==> src/rtl/adc_scan_pkg.sv <==
package adc_scan_pkg;

   localparam int WORD_W   = 32;
   localparam int BITCNT_W = $clog2(WORD_W + 1);

   localparam logic [7:0] OP_NOP      = 8'h00;
   localparam logic [7:0] OP_RESET    = 8'h85;
   localparam logic [7:0] OP_SEL_BASE = 8'hC0;
   localparam logic [6:0] RNG_ADDR0   = 7'h05;

   localparam logic [BITCNT_W-1:0] LEN_CMD  = BITCNT_W'(32);
   localparam logic [BITCNT_W-1:0] LEN_PROG = BITCNT_W'(24);

   typedef enum logic [2:0] {
      SQ_BOOT, SQ_BOOT_W, SQ_IDLE, SQ_SEL_W, SQ_NOP_W, SQ_OUT, SQ_RNG_W
   } seq_state_t;

   typedef enum logic [1:0] {
      FE_IDLE, FE_SHIFT, FE_TAIL, FE_GAP
   } fe_state_t;

   // allowed input-range codes
   function automatic logic range_code_ok(input logic [7:0] c);
      return (c == 8'd0) || (c == 8'd1) || (c == 8'd2) || (c == 8'd5) || (c == 8'd6);
   endfunction

   // 32-bit channel select command, left aligned
   function automatic logic [WORD_W-1:0] sel_word(input logic [3:0] ch);
      return {OP_SEL_BASE | {2'b00, ch, 2'b00}, 24'h000000};
   endfunction

   // 24-bit program-register write, left aligned in the shift word
   function automatic logic [WORD_W-1:0] prog_word(input logic [3:0] ch, input logic [7:0] d);
      logic [6:0] a;
      a = RNG_ADDR0 + {3'b000, ch};
      return {a, 1'b1, d, 8'h00, 8'h00};
   endfunction

endpackage

==> src/rtl/chan_pick.sv <==
module chan_pick #(
   parameter int N  = 8,
   parameter int IW = (N > 1) ? $clog2(N) : 1
) (
   input  logic [N-1:0]  req_i,
   output logic [IW-1:0] idx_o,
   output logic          any_o
);
   logic [N-1:0] grant;

   // isolate lowest set bit: lowest index wins
   assign grant = req_i & (~req_i + 1'b1);
   assign any_o = |req_i;

   generate
      for (genvar b = 0; b < IW; b++) begin : g_enc
         logic [N-1:0] sel_bits;
         always_comb begin
            sel_bits = '0;
            for (int i = 0; i < N; i++) begin
               sel_bits[i] = ((i >> b) & 1) != 0;
            end
         end
         assign idx_o[b] = |(grant & sel_bits);
      end
   endgenerate
endmodule

==> src/rtl/spi_frame_engine.sv <==
module spi_frame_engine
   import adc_scan_pkg::*;
#(
   parameter int DIV_W = 8,
   parameter int RX_W  = 16
) (
   input  logic                clk,
   input  logic                rst_n,
   input  logic [DIV_W-1:0]    div_i,
   input  logic                start_i,
   input  logic [BITCNT_W-1:0] nbits_i,
   input  logic [WORD_W-1:0]   tx_i,
   input  logic                miso_i,
   output logic                sclk_o,
   output logic                csn_o,
   output logic                mosi_o,
   output logic [RX_W-1:0]     rx_o,
   output logic                done_o
);
   generate
      if (RX_W < 2 || RX_W > WORD_W) begin : g_bad_rx
         $error("spi_frame_engine: RX_W out of range");
      end
   endgenerate

   fe_state_t           st_q;
   logic [DIV_W-1:0]    cnt_q;
   logic                tick;
   logic [WORD_W-1:0]   sh_q;
   logic [RX_W-1:0]     rx_q;
   logic [BITCNT_W-1:0] bit_q, len_q;
   logic                sclk_q, csn_q, mosi_q, done_q;

   assign tick = (cnt_q == div_i);

   always_ff @(posedge clk or negedge rst_n) begin
      if (!rst_n) begin
         st_q   <= FE_IDLE;
         cnt_q  <= '0;
         sh_q   <= '0;
         rx_q   <= '0;
         bit_q  <= '0;
         len_q  <= '0;
         sclk_q <= 1'b0;
         csn_q  <= 1'b1;
         mosi_q <= 1'b0;
         done_q <= 1'b0;
      end else begin
         done_q <= 1'b0;
         if (st_q == FE_IDLE) cnt_q <= '0;
         else                 cnt_q <= tick ? '0 : cnt_q + 1'b1;
         case (st_q)
            FE_IDLE: begin
               if (start_i) begin
                  st_q  <= FE_SHIFT;
                  csn_q <= 1'b0;
                  sh_q  <= tx_i;
                  len_q <= nbits_i;
                  bit_q <= '0;
               end
            end
            FE_SHIFT: begin
               if (tick) begin
                  if (!sclk_q) begin
                     sclk_q <= 1'b1;
                     mosi_q <= sh_q[WORD_W-1];
                     sh_q   <= {sh_q[WORD_W-2:0], 1'b0};
                  end else begin
                     sclk_q <= 1'b0;
                     rx_q   <= {rx_q[RX_W-2:0], miso_i};
                     if (bit_q == len_q - 1'b1) st_q  <= FE_TAIL;
                     else                       bit_q <= bit_q + 1'b1;
                  end
               end
            end
            FE_TAIL: begin
               if (tick) begin
                  csn_q  <= 1'b1;
                  mosi_q <= 1'b0;
                  st_q   <= FE_GAP;
               end
            end
            default: begin
               if (tick) begin
                  done_q <= 1'b1;
                  st_q   <= FE_IDLE;
               end
            end
         endcase
      end
   end

   assign sclk_o = sclk_q;
   assign csn_o  = csn_q;
   assign mosi_o = mosi_q;
   assign rx_o   = rx_q;
   assign done_o = done_q;


   sclk_idle_chk: assert property (@(posedge clk) disable iff (!rst_n)
      csn_o |-> !sclk_o);


   mosi_hold_chk: assert property (@(posedge clk) disable iff (!rst_n)
      (sclk_o && $past(sclk_o)) |-> $stable(mosi_o));


   gap_done_chk: assert property (@(posedge clk) disable iff (!rst_n)
      done_o |-> (csn_o && !sclk_o && $past(csn_o)));
endmodule

==> src/rtl/scan_sequencer.sv <==
module scan_sequencer
   import adc_scan_pkg::*;
#(
   parameter int NCH    = 8,
   parameter int DATA_W = 16,
   parameter int CH_W   = $clog2(NCH)
) (
   input  logic                clk,
   input  logic                rst_n,
   input  logic                trig_i,
   input  logic [NCH-1:0]      mask_i,
   input  logic                rng_req_i,
   input  logic [CH_W-1:0]     rng_chan_i,
   input  logic [7:0]          rng_code_i,
   input  logic                fe_done_i,
   input  logic [DATA_W-1:0]   fe_rx_i,
   output logic                fe_start_o,
   output logic [BITCNT_W-1:0] fe_nbits_o,
   output logic [WORD_W-1:0]   fe_tx_o,
   output logic                res_valid_o,
   input  logic                res_ready_i,
   output logic [DATA_W-1:0]   res_data_o,
   output logic [CH_W-1:0]     res_chan_o,
   output logic                res_last_o,
   output logic                busy_o,
   output logic                rng_err_o,
   output logic                overrun_o
);
   seq_state_t          state_q;
   logic [NCH-1:0]      mask_q, pick_src, rest_mask;
   logic [CH_W-1:0]     cur_ch, pick_ch;
   logic                pick_any;
   logic                start_q, valid_q, last_q, err_q, ovr_q;
   logic [BITCNT_W-1:0] nbits_q;
   logic [WORD_W-1:0]   tx_q;
   logic [DATA_W-1:0]   data_q;
   logic [CH_W-1:0]     chan_q;

   assign pick_src = (state_q == SQ_IDLE) ? mask_i : mask_q;

   chan_pick #(.N(NCH), .IW(CH_W)) u_pick (
      .req_i (pick_src),
      .idx_o (pick_ch),
      .any_o (pick_any)
   );

   always_comb begin
      rest_mask          = mask_q;
      rest_mask[cur_ch]  = 1'b0;
   end

   always_ff @(posedge clk or negedge rst_n) begin
      if (!rst_n) begin
         state_q <= SQ_BOOT;
         mask_q  <= '0;
         cur_ch  <= '0;
         start_q <= 1'b0;
         nbits_q <= LEN_CMD;
         tx_q    <= '0;
         valid_q <= 1'b0;
         data_q  <= '0;
         chan_q  <= '0;
         last_q  <= 1'b0;
         err_q   <= 1'b0;
         ovr_q   <= 1'b0;
      end else begin
         start_q <= 1'b0;
         err_q   <= 1'b0;
         if (trig_i && state_q != SQ_IDLE) ovr_q <= 1'b1;
         case (state_q)
            SQ_BOOT: begin
               start_q <= 1'b1;
               nbits_q <= LEN_CMD;
               tx_q    <= {OP_RESET, 24'h000000};
               state_q <= SQ_BOOT_W;
            end
            SQ_BOOT_W: if (fe_done_i) state_q <= SQ_IDLE;
            SQ_IDLE: begin
               if (trig_i) begin
                  if (pick_any) begin
                     mask_q  <= mask_i;
                     cur_ch  <= pick_ch;
                     start_q <= 1'b1;
                     nbits_q <= LEN_CMD;
                     tx_q    <= sel_word(4'(pick_ch));
                     state_q <= SQ_SEL_W;
                  end
               end else if (rng_req_i) begin
                  if (range_code_ok(rng_code_i)) begin
                     start_q <= 1'b1;
                     nbits_q <= LEN_PROG;
                     tx_q    <= prog_word(4'(rng_chan_i), rng_code_i);
                     state_q <= SQ_RNG_W;
                  end else begin
                     err_q <= 1'b1;
                  end
               end
            end
            SQ_SEL_W: begin
               if (fe_done_i) begin
                  start_q <= 1'b1;
                  nbits_q <= LEN_CMD;
                  tx_q    <= {OP_NOP, 24'h000000};
                  state_q <= SQ_NOP_W;
               end
            end
            SQ_NOP_W: begin
               if (fe_done_i) begin
                  valid_q <= 1'b1;
                  data_q  <= fe_rx_i;
                  chan_q  <= cur_ch;
                  last_q  <= (rest_mask == '0);
                  mask_q  <= rest_mask;
                  state_q <= SQ_OUT;
               end
            end
            SQ_OUT: begin
               if (res_ready_i) begin
                  valid_q <= 1'b0;
                  if (pick_any) begin
                     cur_ch  <= pick_ch;
                     start_q <= 1'b1;
                     nbits_q <= LEN_CMD;
                     tx_q    <= sel_word(4'(pick_ch));
                     state_q <= SQ_SEL_W;
                  end else begin
                     state_q <= SQ_IDLE;
                  end
               end
            end
            default: if (fe_done_i) state_q <= SQ_IDLE;
         endcase
      end
   end

   assign fe_start_o  = start_q;
   assign fe_nbits_o  = nbits_q;
   assign fe_tx_o     = tx_q;
   assign res_valid_o = valid_q;
   assign res_data_o  = data_q;
   assign res_chan_o  = chan_q;
   assign res_last_o  = last_q;
   assign busy_o      = (state_q != SQ_IDLE);
   assign rng_err_o   = err_q;
   assign overrun_o   = ovr_q;


   res_hold_chk: assert property (@(posedge clk) disable iff (!rst_n)
      (res_valid_o && !res_ready_i) |=> (res_valid_o && $stable(res_data_o)
                                         && $stable(res_chan_o) && $stable(res_last_o)));


   stall_chk: assert property (@(posedge clk) disable iff (!rst_n)
      res_valid_o |-> !fe_start_o);


   ovr_sticky_chk: assert property (@(posedge clk) disable iff (!rst_n)
      overrun_o |=> overrun_o);


   err_cause_chk: assert property (@(posedge clk) disable iff (!rst_n)
      rng_err_o |-> ($past(rng_req_i) && !range_code_ok($past(rng_code_i))));
endmodule

==> src/rtl/adc_scan_ctrl.sv <==
module adc_scan_ctrl
   import adc_scan_pkg::*;
#(
   parameter  int NCH    = 8,
   parameter  int DATA_W = 16,
   parameter  int DIV_W  = 8,
   localparam int CH_W   = $clog2(NCH)
) (
   input  logic              clk,
   input  logic              rst_n,
   input  logic [DIV_W-1:0]  clk_div_i,
   input  logic              scan_trig_i,
   input  logic [NCH-1:0]    chan_mask_i,
   input  logic              rng_req_i,
   input  logic [CH_W-1:0]   rng_chan_i,
   input  logic [7:0]        rng_code_i,
   output logic              res_valid_o,
   input  logic              res_ready_i,
   output logic [DATA_W-1:0] res_data_o,
   output logic [CH_W-1:0]   res_chan_o,
   output logic              res_last_o,
   output logic              busy_o,
   output logic              rng_err_o,
   output logic              overrun_o,
   output logic              spi_sclk_o,
   output logic              spi_csn_o,
   output logic              spi_mosi_o,
   input  logic              spi_miso_i
);
   generate
      if (NCH < 2 || NCH > 16) begin : g_bad_nch
         $error("adc_scan_ctrl: NCH must be 2..16");
      end
      if (DATA_W < 2 || DATA_W > 16) begin : g_bad_dw
         $error("adc_scan_ctrl: DATA_W must be 2..16");
      end
      if (DIV_W < 1) begin : g_bad_div
         $error("adc_scan_ctrl: DIV_W must be positive");
      end
   endgenerate

   logic                fe_start, fe_done;
   logic [BITCNT_W-1:0] fe_nbits;
   logic [WORD_W-1:0]   fe_tx;
   logic [DATA_W-1:0]   fe_rx;

   scan_sequencer #(.NCH(NCH), .DATA_W(DATA_W), .CH_W(CH_W)) u_seq (
      .clk         (clk),
      .rst_n       (rst_n),
      .trig_i      (scan_trig_i),
      .mask_i      (chan_mask_i),
      .rng_req_i   (rng_req_i),
      .rng_chan_i  (rng_chan_i),
      .rng_code_i  (rng_code_i),
      .fe_done_i   (fe_done),
      .fe_rx_i     (fe_rx),
      .fe_start_o  (fe_start),
      .fe_nbits_o  (fe_nbits),
      .fe_tx_o     (fe_tx),
      .res_valid_o (res_valid_o),
      .res_ready_i (res_ready_i),
      .res_data_o  (res_data_o),
      .res_chan_o  (res_chan_o),
      .res_last_o  (res_last_o),
      .busy_o      (busy_o),
      .rng_err_o   (rng_err_o),
      .overrun_o   (overrun_o)
   );

   spi_frame_engine #(.DIV_W(DIV_W), .RX_W(DATA_W)) u_fe (
      .clk     (clk),
      .rst_n   (rst_n),
      .div_i   (clk_div_i),
      .start_i (fe_start),
      .nbits_i (fe_nbits),
      .tx_i    (fe_tx),
      .miso_i  (spi_miso_i),
      .sclk_o  (spi_sclk_o),
      .csn_o   (spi_csn_o),
      .mosi_o  (spi_mosi_o),
      .rx_o    (fe_rx),
      .done_o  (fe_done)
   );
endmodule

==> config.mk <==
export PLATFORM = sky130hd
export DESIGN_NAME = adc_scan_ctrl
export DESIGN_NICKNAME = d
export VERILOG_FILES = /design/src/rtl/adc_scan_pkg.sv /design/src/rtl/chan_pick.sv /design/src/rtl/spi_frame_engine.sv /design/src/rtl/scan_sequencer.sv /design/src/rtl/adc_scan_ctrl.sv
export SDC_FILE = /design/constraint.sdc
export NUM_CORES = 1
export LEC_CHECK = 0
export BUFFER_PORTS_ARGS = -buffer_cell sky130_fd_sc_hd__buf_2
export CAP_MARGIN = 20
export CORE_UTILIZATION = 60
export CTS_BUF_LIST = sky130_fd_sc_hd__clkbuf_8
export DETAILED_ROUTE_END_ITERATION = 16
export PLACE_DENSITY_LB_ADDON = 0.12
export SYNTH_ARGS = -nofsm -noshare
export SYNTH_HDL_FRONTEND = slang
export SYNTH_SLANG_ARGS = --single-unit
export TNS_END_PERCENT = 20
==> constraint.sdc <==
create_clock -name clk -period 3.35 [get_ports clk]
set_clock_uncertainty 0.15 [all_clocks]
set_input_delay 0.67 -clock clk [delete_from_list [all_inputs] [get_ports clk]]
set_output_delay 0.67 -clock clk [all_outputs]
set_load 0.02 [all_outputs]
After elaboration in Yosys (flattened, before gate mapping). Index checks and enable logic that the tools add are counted.

Bits of input ports: 33. Output and inout bits: 27. Logic and storage cells: 176. Flip-flop bits (word level): 150.

Equality and inequality tests: 28. Reductions and logical operators: 38. Order comparisons: 2. Multiplexer cells: 77. Bitwise operators: 4. Add/sub/neg operators: 5.

Operators with widths (number): $mux W32 (9); $pmux W32 S4 (1); $pmux W32 S2 (1); $mux W6 (10); $mux W8 (6); $mux W3 (11); $pmux W6 S4 (1); $mux W1 (22); $add A8 B1 Y8 const B (2); $and A8 B8 Y8 (2); $eq A8 B3 Y1 const B (2); $logic_not A8 Y1 (2); $not A8 Y8 (2); $pmux W8 S2 (1); $pmux W3 S5 (1); $ne A2 B1 Y1 const B (7); $reduce_bool A2 Y1 (7); $mux W2 (6); $pmux W6 S2 (1); $reduce_and A3 Y1 (4); $reduce_and A4 Y1 (3); $reduce_or A4 Y1 (3); $ne A2 B2 Y1 const B (5); $reduce_and A5 Y1 (2); 30 further kinds (43).

Longest topological paths before layout. Gate-level depths: netlist (run 1).

Depth after elaboration: 9. Mapped depth: 8.

By module. Synthesis (run 1) repeated with hierarchy kept, for this count alone.

Cells, all modules: 626. Area total of the unflattened synthesis: 7113.1 µm².

Modules (own cells, without submodules): spi_frame_engine (cells each 332, area an instance 3663.5 µm², instances 1); scan_sequencer (cells each 281, area an instance 3368.2 µm², instances 1); chan_pick (cells each 13, area an instance 81.3 µm², instances 1).

Least setup slack after synthesis (run 1). No wires, ideal clock.

Kind: in2reg. From: input port scan_trig_i. To: register u_seq.tx_q[31], in the netlist u_seq.fe_tx_o[31]. Setup slack: 996 ps. Buffers on the path: 1. Required time: 3076 ps. Stages: 6. Data arrival time: 2080 ps. Library setup time: 124 ps. Cells stage by stage: clkbuf_1 > or4b_4 > a41oi_2 > nor3b_1 > and2_1 > o31a_1.

Cells in the longest elaborated chain, start to end: 2. Elaborated cells between the ends (all ways): 5.

Ends and longest elaborated chain: start, declared (line adc_scan_ctrl.sv:12) `input logic scan_trig_i,`; $ne A3 B3 Y1 (no line) or $mux W32 (tied branches); $reduce_and A5 Y1 (no line) or $pmux W32 S4 (tied branches); end signal, assigned (line scan_sequencer.sv:74) `tx_q <= {OP_RESET, 24'h000000};`; end signal, assigned (line scan_sequencer.sv:85) `tx_q <= sel_word(4'(pick_ch));`; end signal, assigned (line scan_sequencer.sv:92) `tx_q <= prog_word(4'(rng_chan_i), rng_code_i);`; end, declared (line scan_sequencer.sv:35) `logic [WORD_W-1:0] tx_q;`.

Several ways; a longest one is shown, not always the timed one. A chain may end at the register's enable or synchronous reset.

Worst setup path in the final report (run 1).
From: register u_seq.state_q[0]. To: output port busy_o.

Cells in the longest elaborated chain, start to end: 1.

Ends and longest elaborated chain: start, declared (line scan_sequencer.sv:29) `seq_state_t state_q;`; start signal, assigned (line scan_sequencer.sv:54) `state_q <= SQ_BOOT;`; start signal, assigned (line scan_sequencer.sv:75) `state_q <= SQ_BOOT_W;`; start signal, assigned (line scan_sequencer.sv:77) `SQ_BOOT_W: if (fe_done_i) state_q <= SQ_IDLE;`; $ne A3 B2 Y1 (line scan_sequencer.sv:143) `assign busy_o = (state_q != SQ_IDLE);`; end, declared (line adc_scan_ctrl.sv:22) `output logic busy_o,`.

No other way between the ends.

==> results.cfg, run 1 <==
[placed_design]
port_buffers = 59
dp.final_hpwl_um = 9970
place_ws_ns = 0.656
dpl_cell_area_mm2 = 0.00780
routabilityCongestion = 0.858

[timing]
worst_pin_slew_ns = 0.749
slew_viol_final = 0
period_share = 0.781
worst_slack_ns = 0.735
layout_min_cycle_time_ns = 2.62
max-slew-margin-rel = 0.494
tns_ns = 0
setup_viol = 0
hold_viol = 0
fmaxAchievable_mhz = 382
rsz0062_at_grt = no
holdWs_ns = 0.0939

[die]
io_pins = 60
die-area_mm2 = 0.0128
die_x_um = 113
row_count = 40
fp.dieH_um = 113
core_area_mm2 = 0.0120
initial_core_util = 0.616

[power_and_ir_drop]
p_sw_mw = 2.21
peakVddDrop_v = 0.000378
power.leakage_nw = 4.00
p_comb_frac = 0.345
p_int_mw = 3.67
cellPowerDensity_mw_per_mm2 = 718
power_frac_seq = 0.425
p_sw_frac = 0.376
power.share.clock = 0.230

[setup_path]
arrival_ns = 1.80
cp_max_fo = 18
worst_setup_path_start_kind = flop
end_kind = output pin
cpPeakStageDelay_ns = 0.66
cpMaxStageDelayCell = dfrtp_1
path_cells = nor3b_2 > buf_4 > inv_1 > buf_2
worstSetupPathType = flop to output pin
critical_path_required_ns = 2.53

[clock_tree]
worstSkewPairLatency_ns = 0.44
cts_buffers = 17
post_cts.repair.setup_buffers = 0
postCtsHoldBufs = 0
cts_root_buf = clkbuf_8
clock-sinks = 150
post_cts_resized = 0
clockBufferDepth = 2
cts_tree = yes
path_clk_slew_ns = 0.08
cts.htree.levels = 4

[grt]
gr-total-overflow = 0
grt_pass1_wl_um = 24600
antenna_found_initial = 0
grt_max_degree = 76
grt_pass1_vias = 5016
grt_usage = 0.246

[synthesis]
synth_edf_count = 0
synthMostInstantiatedCell = dfrtp_1
synth_top_area_frac = 0.500
syn_area_per_cell_um2 = 11.7
netlist_area_mm2 = 0.00740
synth_common_cells = dfrtp_1 (148), mux2_2 (102), nor2_1 (38)
synth_cell_types = 79
ys_ff_latch = 150
yosys_warnings = 0
syn_inst = 630
synthFlopType = dfrtp_1
async_flop_share = 1.00
seq_area_frac_synth = 0.508
synth_top_area_cell = dfrtp_1
syn-num-nets = 671
ys_top_cells_by_area = dfrtp_1 (50%), mux2_2 (16%), and2_1 (2.4%)

[route]
dr.pass1.iters = 5
drt_wl_total_um = 14600
drc = 0
vias = 5088
via_per_inst = 6.00
drt_iter0_markers = 339
detail_route.wl_per_cell_um = 17.2
ant_nets = 0

[finish]
nets = 729
nFillCells = 918
layout-area-overhead-vs-synth_pct = 10.7
final_layout_size_suffix_gt1_frac = 0.324
fin_area_mm2 = 0.00819
antenna_cells = 0

[run_status]
status = finished clean

[worst_hold_path]
hold_path.class = input pin to asynchronous set/reset pin

[run]
max_cap_violations = 0
[metal layers]
layer	track usage	routed length, um	vias to the layer above
met5	0	0	-
met4	0.0754	159	0
met3	0.0584	614	19
met2	0.386	6800	136
met1	0.343	7020	2520
li1	-	-	2413
[critical path: cells and delay by family, from the launching register on]
family                 cells  cell delay, ns
AND/OR/NAND/NOR            1            0.10
buffers and inverters      3            0.60
flip-flops                 1            0.66
[cells by family (layout without fill, tap and decap cells)]
kind of cell	count (synthesis)	in the layout	share of synthesized area
AND/OR/NAND/NOR	171	171	0.130
flip-flops	150	150	0.508
AO/OA/AOI/OAI	119	119	0.125
multiplexers	108	108	0.164
buffers and inverters	52	123	0.0338
XOR/XNOR	22	22	0.0260
adder cells (fa/ha/maj)	8	8	0.0135
[cells in the final DEF, fill, tap and decap left out, types with 10 or more instances in the layout]
cell / count
inv_1: 25
clkbuf_8: 17
and2_1: 28
buf_2: 58
nand2_1: 34
xnor2_1: 15
o21ai_0: 18
o211ai_1: 10
nor2_1: 38
a21oi_1: 18
dfrtp_1: 148
nor3_1: 11
mux2_2: 102
[layout make-up]
| type | instances | area [um^2] | area share |
|---|---|---|---|
| inverter | 23 | 86.3 | 0.0105 |
| tap | 147 | 184 | 0.0224 |
| sequential | 150 | 3760 | 0.458 |
| multi-input combinational | 428 | 3400 | 0.415 |
| clock buffer | 17 | 234 | 0.0286 |
| clock inverter | 15 | 154 | 0.0188 |
| timing repair buffer | 68 | 382 | 0.0466 |
[stage by stage]
step	total power [mW]	util	std cells
4_1_cts	5.91	0.682	848
2_1_floorplan	4.08	-	630
3_5_place_dp	4.53	0.650	816
3_3_place_gp	4.46	0.650	816
6_report	5.88	0.682	848
5_1_grt	6.26	0.682	848
[path summary, 6_finish.rpt]
path,startpoint,slack [ns],cells after the start,to
min in group clk,rng_chan_i[0],0.30,2,u_seq.fe_tx_o[25]
worst min-delay path,rst_n,0.09,1,u_fe.cnt_q[0]
worst max-delay path,u_seq.state_q[0],0.73,4,busy_o
max in group asynchronous,rst_n,2.17,2,u_seq.fe_tx_o[4]
worst max register to register,u_seq.state_q[0],0.75,8,u_seq.fe_tx_o[17]
worst min register to register,u_seq.overrun_o,0.31,1,u_seq.overrun_o
[sequential cells by signal, summed over array words and instances (netlist names), 2 cells and up]
register          count
u_fe.len_q            6
u_fe.bit_q            6
u_seq.cur_ch          3
u_seq.state_q         3
u_fe.cnt_q            8
u_fe.st_q             2
u_seq.fe_tx_o        32
u_seq.fe_nbits_o      6
u_seq.res_data_o     16
u_fe.rx_o            16
u_fe.sh_q            32
u_seq.mask_q          8
u_seq.res_chan_o      3
[power by group through the flow]
stage | Clock [mW] | Sequential [mW] | Combinational [mW]
final | 1.35 | 2.50 | 2.03
after global routing | 1.47 | 2.54 | 2.25
after CTS | 1.40 | 2.49 | 2.03
after global placement | 0 | 2.50 | 1.96
after floorplan | 0 | 2.35 | 1.74
after detailed placement | 0 | 2.52 | 2.01
(Power assumes the default switching activity.)
==> inputs of run 2 (changes only) <==
--- a/config.mk
+++ b/config.mk
@@ -7,7 +7,7 @@
 export LEC_CHECK = 0
 export BUFFER_PORTS_ARGS = -buffer_cell sky130_fd_sc_hd__buf_2
 export CAP_MARGIN = 20
-export CORE_UTILIZATION = 60
+export CORE_UTILIZATION = 56
 export CTS_BUF_LIST = sky130_fd_sc_hd__clkbuf_8
 export DETAILED_ROUTE_END_ITERATION = 16
 export PLACE_DENSITY_LB_ADDON = 0.12
==> constraint.sdc (replaced) <==
create_clock -name clk -period 2.15 [get_ports clk]
set_clock_uncertainty 0.15 [all_clocks]
set_input_delay 0.43 -clock clk [delete_from_list [all_inputs] [get_ports clk]]
set_output_delay 0.43 -clock clk [all_outputs]
set_load 0.02 [all_outputs]
==> results.cfg, run 2 (same netlist as run 1, synthesis figures left out) <==
[timing]
period_share = 1.04
setup_viol = 30
max-slew-margin-rel = 0.638
worst_slack_ns = -0.0902
rsz0062_at_grt = yes
slew_viol_final = 0
worst_pin_slew_ns = 0.543
layout_min_cycle_time_ns = 2.24
fmaxAchievable_mhz = 446
tns_ns = -0.649
hold_viol = 0
holdWs_ns = 0.0615

[die]
die_x_um = 117
initial_core_util = 0.579
die-area_mm2 = 0.0137
row_count = 41
core_area_mm2 = 0.0128
io_pins = 60
fp.dieH_um = 117

[setup_path]
r2r_cells = 5
path_cells = or4_4 > nor3_4 > o2111ai_4 > o31a_1 > o32ai_2
critical_path_required_ns = 2.36
cpMaxStageDelayCell = or4_4
cp_max_fo = 4
worst_setup_path_start_kind = flop
r2r_end = u_fe.st_q[1]
worstSetupPathType = flop to flop
cpPeakStageDelay_ns = 0.56
arrival_ns = 2.45
rr_startpoint = u_fe.len_q[1]
end_kind = flop
reg2reg_setup_slack_ns = -0.09

[clock_tree]
cts_tree = yes
cts_buffers = 17
clockBufferDepth = 2
cts_root_buf = clkbuf_8
cts.htree.levels = 4
clock-sinks = 150
path_clk_slew_ns = 0.08
worstSkewPairLatency_ns = 0.46

[worst_hold_path]
min_path_cells = 2
min_to = u_fe.rx_o[0]
hold_path.class = input pin to flop
hold_start = spi_miso_i

[route]
via_per_inst = 5.78
dr.pass1.iters = 5
drt_iter0_markers = 509
vias = 5358
ant_nets = 0
detail_route.wl_per_cell_um = 17.0
drc = 0
drt_wl_total_um = 15800

[power_and_ir_drop]
peakVddDrop_v = 0.000722
finalPower_mw = 10.3
power.leakage_nw = 4.39
cellPowerDensity_mw_per_mm2 = 1140

[finish]
mostFrequentLayoutCells = dfrtp_1 (146), mux2_2 (100), buf_2 (57)
layout_commonest_cell = dfrtp_1
final_layout_size_suffix_gt1_frac = 0.405
multi_input_area_mm2 = 0.00356
antenna_cells = 0
ff_latch_area_mm2 = 0.00376
layout-area-overhead-vs-synth_pct = 21.6
nFillCells = 924
final_util = 0.704
nets = 784
instances_no_fill = 927

[grt]
grt_max_degree = 54
gr-total-overflow = 0
grt_pass1_wl_um = 25100
grt_usage = 0.240
grt_pass1_vias = 5191
antenna_found_initial = 0

[run_status]
status = complete, but fails checks
violations = setup timing

[placed_design]
routabilityCongestion = 0.886
dp.final_hpwl_um = 10700
port_buffers = 59
place_inst = 883

[run]
max_cap_violations = 0
[run 2: layout make-up]
class,count,area share
Clock inverter,10,0.0159
Sequential cell,150,0.418
Multi-Input combinational cell,428,0.396
Inverter,23,0.0102
Timing Repair Buffer,123,0.104
Clock buffer,21,0.0321
Tap cell,172,0.0239
[run 2: worst max-delay path by stage]
stage,slack [ns],depth (start not counted),end,from
after floorplan,-0.004,7,u_seq.mask_q[3],u_seq.state_q[0]
after global placement,-0.06,7,u_seq.fe_tx_o[24],rng_code_i[0]
after detailed placement,-0.11,7,u_seq.fe_tx_o[24],rng_code_i[0]
after CTS,-0.04,6,u_fe.bit_q[4],u_fe.len_q[0]
after global routing,-0.21,8,u_seq.mask_q[3],u_seq.state_q[2]
final,-0.09,5,u_fe.st_q[1],u_fe.len_q[1]
[run 2: metal layers]
| layer | vias up | track usage | wire length [um] |
|---|---|---|---|
| li1 | 2505 | - | - |
| met1 | 2671 | 0.331 | 7190 |
| met2 | 159 | 0.376 | 7600 |
| met3 | 23 | 0.0536 | 741 |
| met4 | 0 | 0.0895 | 229 |
| met5 | - | 0 | 0 |
[run 2: power by group]
group / leakage [nW] / switching, mW / internal (mW)
logic: 2.17 / 2.09 / 2.06
clock network: 0.224 / 1.06 / 1.28
registers: 1.99 / 0.533 / 3.28
total: 4.39 / 3.68 / 6.62
[run 2: metrics by stage]
step | worst slack (ns) | area, um^2
after CTS | -0.0448 | 8750
after global routing | -0.211 | 9000
after global placement | -0.0607 | 8260
after floorplan | -0.00441 | 7450
after detailed placement | -0.112 | 8260
final | -0.0902 | 9000
[run 2: repair_timing]
item,4_1_cts,5_1_grt
resized for setup,4,41
buffers inserted,4,6
cloned,0,2
hold endpoints to repair,48,0
setup endpoints to repair,6,103
hold buffers,1,0
pin swaps,1,27
[run 2: critical path: cells and delay by family (launching register included)]
| family | cells | cell delay, ns |
|---|---|---|
| simple gates | 2 | 0.81 |
| compound gates | 3 | 0.80 |
| flops | 1 | 0.39 |
